[src/rtl/gbx_pkg.sv]
package gbx_pkg;
  function automatic int cnt_bits(input int n);
    return (n < 2) ? 1 : $clog2(n);
  endfunction
endpackage

[src/rtl/gbx_clk_div.sv]
module gbx_clk_div #(
  parameter int N = 8
) (
  input  logic clk,
  input  logic rst,
  output logic slow_clk
);
  localparam int CW = gbx_pkg::cnt_bits(N);
  localparam int HALF = N / 2;
  localparam logic [CW-1:0] LAST = CW'(N - 1);

  logic [CW-1:0] cnt_q, cnt_nxt;
  logic slow_q;

  always_comb cnt_nxt = (cnt_q == LAST) ? '0 : cnt_q + 1'b1;

  // Reset parks the counter at the wrap point so the first edge after reset is a rise.
  always_ff @(posedge clk) begin
    if (rst) begin
      cnt_q  <= LAST;
      slow_q <= 1'b0;
    end else begin
      cnt_q  <= cnt_nxt;
      slow_q <= (cnt_nxt < CW'(HALF));
    end
  end

  assign slow_clk = slow_q;

  assert_cnt_range_R1: assert property (@(posedge clk) disable iff (rst)
    cnt_q <= LAST);
  assert_rise_at_wrap_R1: assert property (@(posedge clk) disable iff (rst)
    $rose(slow_q) |-> (cnt_q == '0));
endmodule

[src/rtl/gbx_load_align.sv]
module gbx_load_align (
  input  logic clk,
  input  logic rst,
  input  logic slow_clk,
  output logic cap_en,
  output logic load
);
  logic slow_d, load_q;

  // cap_en: first fast cycle after a slow rise; load: the cycle after that.
  always_comb cap_en = slow_clk & ~slow_d;

  always_ff @(posedge clk) begin
    if (rst) begin
      slow_d <= 1'b0;
      load_q <= 1'b0;
    end else begin
      slow_d <= slow_clk;
      load_q <= cap_en;
    end
  end

  assign load = load_q;

  assert_load_single_R3: assert property (@(posedge clk) disable iff (rst)
    load_q |=> !load_q);
  assert_cap_then_load_R3: assert property (@(posedge clk) disable iff (rst)
    cap_en |=> load_q);
endmodule

[src/rtl/gbx_sync_reg.sv]
module gbx_sync_reg #(
  parameter int W = 8
) (
  input  logic         clk,
  input  logic         rst,
  input  logic         cap_en,
  input  logic [W-1:0] d,
  output logic [W-1:0] q
);
  logic [W-1:0] q_r;

  always_ff @(posedge clk) begin
    if (rst)         q_r <= '0;
    else if (cap_en) q_r <= d;
  end

  assign q = q_r;

  assert_hold_R8: assert property (@(posedge clk) disable iff (rst)
    !cap_en |=> $stable(q_r));
endmodule

[src/rtl/gbx_shift_out.sv]
module gbx_shift_out #(
  parameter int W = 8
) (
  input  logic         clk,
  input  logic         rst,
  input  logic         load,
  input  logic [W-1:0] d,
  output logic         ser,
  output logic         ws
);
  localparam int CW = gbx_pkg::cnt_bits(W);

  logic [W-1:0] sh_q;
  logic ws_q;

  always_ff @(posedge clk) begin
    if (rst) begin
      sh_q <= '0;
      ws_q <= 1'b0;
    end else begin
      ws_q <= load;
      if (load) sh_q <= d;
      else      sh_q <= {sh_q[W-2:0], 1'b0};
    end
  end

  assign ser = sh_q[W-1];
  assign ws  = ws_q;

  // Checker: loads must arrive exactly W cycles apart once streaming.
  logic [CW-1:0] gap_q;
  logic seen_q;
  always_ff @(posedge clk) begin
    if (rst) begin
      gap_q  <= '0;
      seen_q <= 1'b0;
    end else if (load) begin
      gap_q  <= '0;
      seen_q <= 1'b1;
    end else begin
      gap_q <= gap_q + 1'b1;
    end
  end

  assert_spacing_R7: assert property (@(posedge clk) disable iff (rst)
    (load && seen_q) |-> (gap_q == CW'(W - 1)));
  assert_shift_R5: assert property (@(posedge clk) disable iff (rst)
    !load |=> (sh_q == {$past(sh_q[W-2:0]), 1'b0}));
  assert_ws_after_load_R6: assert property (@(posedge clk) disable iff (rst)
    ws_q |-> $past(load));
endmodule

[src/rtl/gearbox_serializer.sv]
module gearbox_serializer #(
  parameter int WORD_W = 8
) (
  input  logic              clk,
  input  logic              rst,
  input  logic [WORD_W-1:0] par_data,
  output logic              slow_clk,
  output logic              ser_out,
  output logic              word_start
);
  logic cap_en, load;
  logic [WORD_W-1:0] held;

  gbx_clk_div #(.N(WORD_W)) u_div (
    .clk(clk), .rst(rst), .slow_clk(slow_clk)
  );

  gbx_load_align u_align (
    .clk(clk), .rst(rst), .slow_clk(slow_clk), .cap_en(cap_en), .load(load)
  );

  gbx_sync_reg #(.W(WORD_W)) u_hold (
    .clk(clk), .rst(rst), .cap_en(cap_en), .d(par_data), .q(held)
  );

  gbx_shift_out #(.W(WORD_W)) u_shift (
    .clk(clk), .rst(rst), .load(load), .d(held), .ser(ser_out), .ws(word_start)
  );

  assert_reset_quiet_R9: assert property (@(posedge clk)
    rst |=> (!ser_out && !word_start && !slow_clk));
endmodule

[config.mk]
export PLATFORM = sky130hd
export DESIGN_NAME = gearbox_serializer
export DESIGN_NICKNAME = d
export VERILOG_FILES = /design/src/rtl/gbx_pkg.sv /design/src/rtl/gbx_clk_div.sv /design/src/rtl/gbx_load_align.sv /design/src/rtl/gbx_sync_reg.sv /design/src/rtl/gbx_shift_out.sv /design/src/rtl/gearbox_serializer.sv
export SDC_FILE = /design/constraint.sdc
export NUM_CORES = 1
export LEC_CHECK = 0
export ABC_AREA = 0
export CORE_UTILIZATION = 45
export CTS_CLUSTER_SIZE = 10
export DETAILED_ROUTE_END_ITERATION = 7
export PLACE_DENSITY = 0.69
export SYNTH_ARGS = -nofsm -noshare
export SYNTH_HDL_FRONTEND = slang
export SYNTH_HIERARCHICAL = 1
export SYNTH_SLANG_ARGS = --single-unit
[constraint.sdc]
create_clock -name clk -period 1.22 [get_ports clk]
set_input_delay 0.183 -clock clk [delete_from_list [all_inputs] [get_ports clk]]
set_output_delay 0.183 -clock clk [all_outputs]
set_load 0.03 [all_outputs]
==> run_results.csv <==
group,metric,value,unit
status,run_status,"completed",
place,finalWeightedCongestion,0.668,
setup_path,type_of_the_setup_path_with_the_least_slack,"reg -> out",
clock_network,cts_buffer_depth,2,
place,place_hpwl,828,µm
timing,report.final.slew_viol_count,0,
finish,diodes,0,
detailed_routing,first_iter_violations,3,
power_and_ir_drop,power_switching_share,25.7,%
die,floorplan.initialDensity,50.2,%
detailed_routing,met2_length,583,µm
clock_network,clock-root-buffer,"clkbuf_4",
detailed_routing,detailroute.wirelength.met3,45,µm
power_and_ir_drop,power.leakage,0.387,nW
logic_synthesis,ys_seq_elements,23,
clock_network,cts_post_setup_buffers_inserted,0,
power_and_ir_drop,peakVddDrop,0.000892,V
global_route,globalRouteOverflowTotal,0,
clock_network,htree_levels,1,
die,num_io_pins,13,
setup_path,critical-path-slowest-cell,"clkdlybuf4s15_1",
timing,tightest_slew,0.296,ns
timing,final_hold_violation_count,0,
power_and_ir_drop,p_comb_share,21.8,%
global_route,global_route_wire_length_before_repair,2090,µm
setup_path,cp-end-kind,"output port",
finish,share_of_layout_cells_above_drive_strength_1,14.1,%
detailed_routing,firstDrtPassIters,4,
global_route,largest_net_degree_at_the_start_of_global_routing,13,
logic_synthesis,synth_fp_nets,80,
detailed_routing,routed_via_density,4.78,
detailed_routing,wl_per_cell,11.8,µm
clock_network,cts-resized-gates,2,
timing,fin_setup_tns,0,ns
logic_synthesis,synth_sequential_area_ratio,58.1,%
setup_path,cp_data_required_time,1.04,ns
setup_path,cp_cell_sequence,"clkdlybuf4s15_1",
timing,setup_viol,0,
die,fp.dieW,44.0,µm
global_route,grt_antenna_before_repair,0,
power_and_ir_drop,p_per_area,1580,nW/µm²
timing,relSlewSlack,80.3,%
setup_path,worst-path-max-fanout,1,
detailed_routing,drcViolationCount,0,
detailed_routing,route.final.wire_length,1190,µm
power_and_ir_drop,p_clk_share,21.6,%
clock_network,cts_hold_repair.buffers,0,
global_route,first_global_vias,485,
detailed_routing,route.vias.total,483,
flow_run,drv_cap,0,
clock_network,clkSlewWorstSetupHoldPaths,0.11,ns
clock_network,clkLatencyLatePin,0.30,ns
logic_synthesis,syn-mean-instance-area,11.6,µm²
setup_path,critical_path.top_delay_family,"buffers and inverters",
logic_synthesis,synth_warnings,6,
die,floorplan.die_area,1930,µm²
power_and_ir_drop,power.sequential.fraction,56.6,%
detailed_routing,top_layer,"met4",
setup_path,timing.critical_path.buf_inv,1,
power_and_ir_drop,power.switching,0.397,mW
power_and_ir_drop,design_power_total,1.54,mW
logic_synthesis,netlist_area,792,µm²
timing,achievable_clock_frequency,857,MHz
clock_network,tritoncts,"built",
timing,final.period_utilization,95.6,%
die,rows,14,
setup_path,cp_data_arrival_time,0.98,ns
power_and_ir_drop,cell_internal_pwr,1.15,mW
logic_synthesis,distinct_cell_type_count_of_the_synthesized_netlist,13,
detailed_routing,drt.antenna.violating_nets,0,
global_route,gr-usage-all-layers,16.4,%
place,placement.io_buffers,12,
detailed_routing,wl_met1,514,µm
timing,worst_clock_skew,0.00369,ns
logic_synthesis,syn-instance-count,68,
timing,rsz0062_at_grt,"no",
clock_network,cts_inserted_buffers,3,
die,fp.dieH,44.0,µm
setup_path,crit_path_start_kind,"flop",
timing,timing.final.crit_period,1.17,ns
setup_path,slowest_delay,0.36,ns
clock_network,clkSinkCount,23,
worst_hold_path,hold_class,"reg -> reg",
finish,fin_nets,98,
finish,layout-area-overhead-vs-synth,23.4,%
die,core_area,1580,µm²
## layout make-up
cell class | count | area [µm²]
flip-flops and latches | 23 | 460
fillers | 140 | 599
clock buffers | 4 | 26.3
repair buffers | 17 | 168
well taps | 16 | 20.0
multi-input cells | 41 | 303
## power by group through the flow
| stage | registers, mW | clock network (mW) | logic, mW |
|---|---|---|---|
| floorplan | 0.905 | 0 | 0.217 |
| global placement | 0.887 | 0 | 0.331 |
| detailed placement | 0.891 | 0 | 0.339 |
| CTS | 0.874 | 0.357 | 0.340 |
| global route | 0.885 | 0.382 | 0.377 |
| finish | 0.874 | 0.334 | 0.337 |
## cells in the final DEF (no fill, tap or decap)
cell	n
buf_4	5
mux2i_1	15
nor2b_2	1
dfxtp_1	23
clkdlybuf4s15_1	2
nor2_1	16
o21bai_1	1
clkbuf_4	3
and2_1	1
clkdlybuf4s50_1	9
nor3b_2	1
nor2b_4	1
or2_1	2
ha_1	2
buf_12	1
nor2b_1	1
clkbuf_1	1
## cell families (layout without fill, tap and decap cells)
| family | after synthesis | count (layout) | synth area share, % |
|---|---|---|---|
| flops | 23 | 23 | 58.1 |
| simple gates | 23 | 23 | 14.8 |
| mux | 15 | 15 | 19.0 |
| buf+inv | 4 | 21 | 3.95 |
| fa+ha+maj | 2 | 2 | 3.16 |
| compound gates | 1 | 1 | 0.948 |
## state kept, by name (all words and copies together) (netlist names)
| signal | flops |
|---|---|
| u_shift/sh_q | 8 |
| u_hold/q | 8 |
| u_align/slow_d | 1 |
| u_div/slow_clk | 1 |
| u_div/cnt_q | 3 |
| u_shift/ws | 1 |
| u_align/load | 1 |
## routing by layer
metal  GRT usage, %  up-vias
met5              0        -
met4           16.4        0
met3           5.00        4
met2           25.4        8
met1           17.1      218
li1               -      253
## metrics by stage
step / hold slack (ns) / cells / util (%) / worst slack [ns] / cell area, µm²
after floorplan: 0.250 / 68 / - / 0.0302 / 792
after global placement: 0.419 / 97 / 60.2 / 0.0659 / 948
after detailed placement: 0.421 / 97 / 60.2 / 0.0646 / 948
after CTS: 0.439 / 101 / 61.7 / 0.00784 / 972
after global routing: 0.472 / 101 / 62.0 / 0.00638 / 977
final: 0.445 / 101 / 62.0 / 0.0534 / 977
## worst paths after layout
check,cells after the start,to,startpoint,slack [ns]
setup reg to reg,3,u_div/cnt_q[2],u_div/cnt_q[0],0.09
hold reg to reg,1,u_div/cnt_q[0],u_div/cnt_q[0],0.45
setup / recovery,1,ser_out,u_shift/sh_q[7],0.05
hold / removal,1,u_div/cnt_q[0],u_div/cnt_q[0],0.45
## cells in the mapped netlist, drive strengths merged
| cell | number | area, µm² |
|---|---|---|
| ha | 2 | 25.0 |
| clkbuf | 1 | 5.00 |
| mux2i | 15 | 150 |
| dfxtp | 23 | 460 |
| or2 | 2 | 12.5 |
| and2 | 1 | 6.26 |
| nor2 | 16 | 60.1 |
| o21bai | 1 | 7.51 |
| nor3b | 1 | 12.5 |
| buf | 3 | 26.3 |
| nor2b | 3 | 26.3 |
No activity file was read; power rests on OpenSTA's default activity.
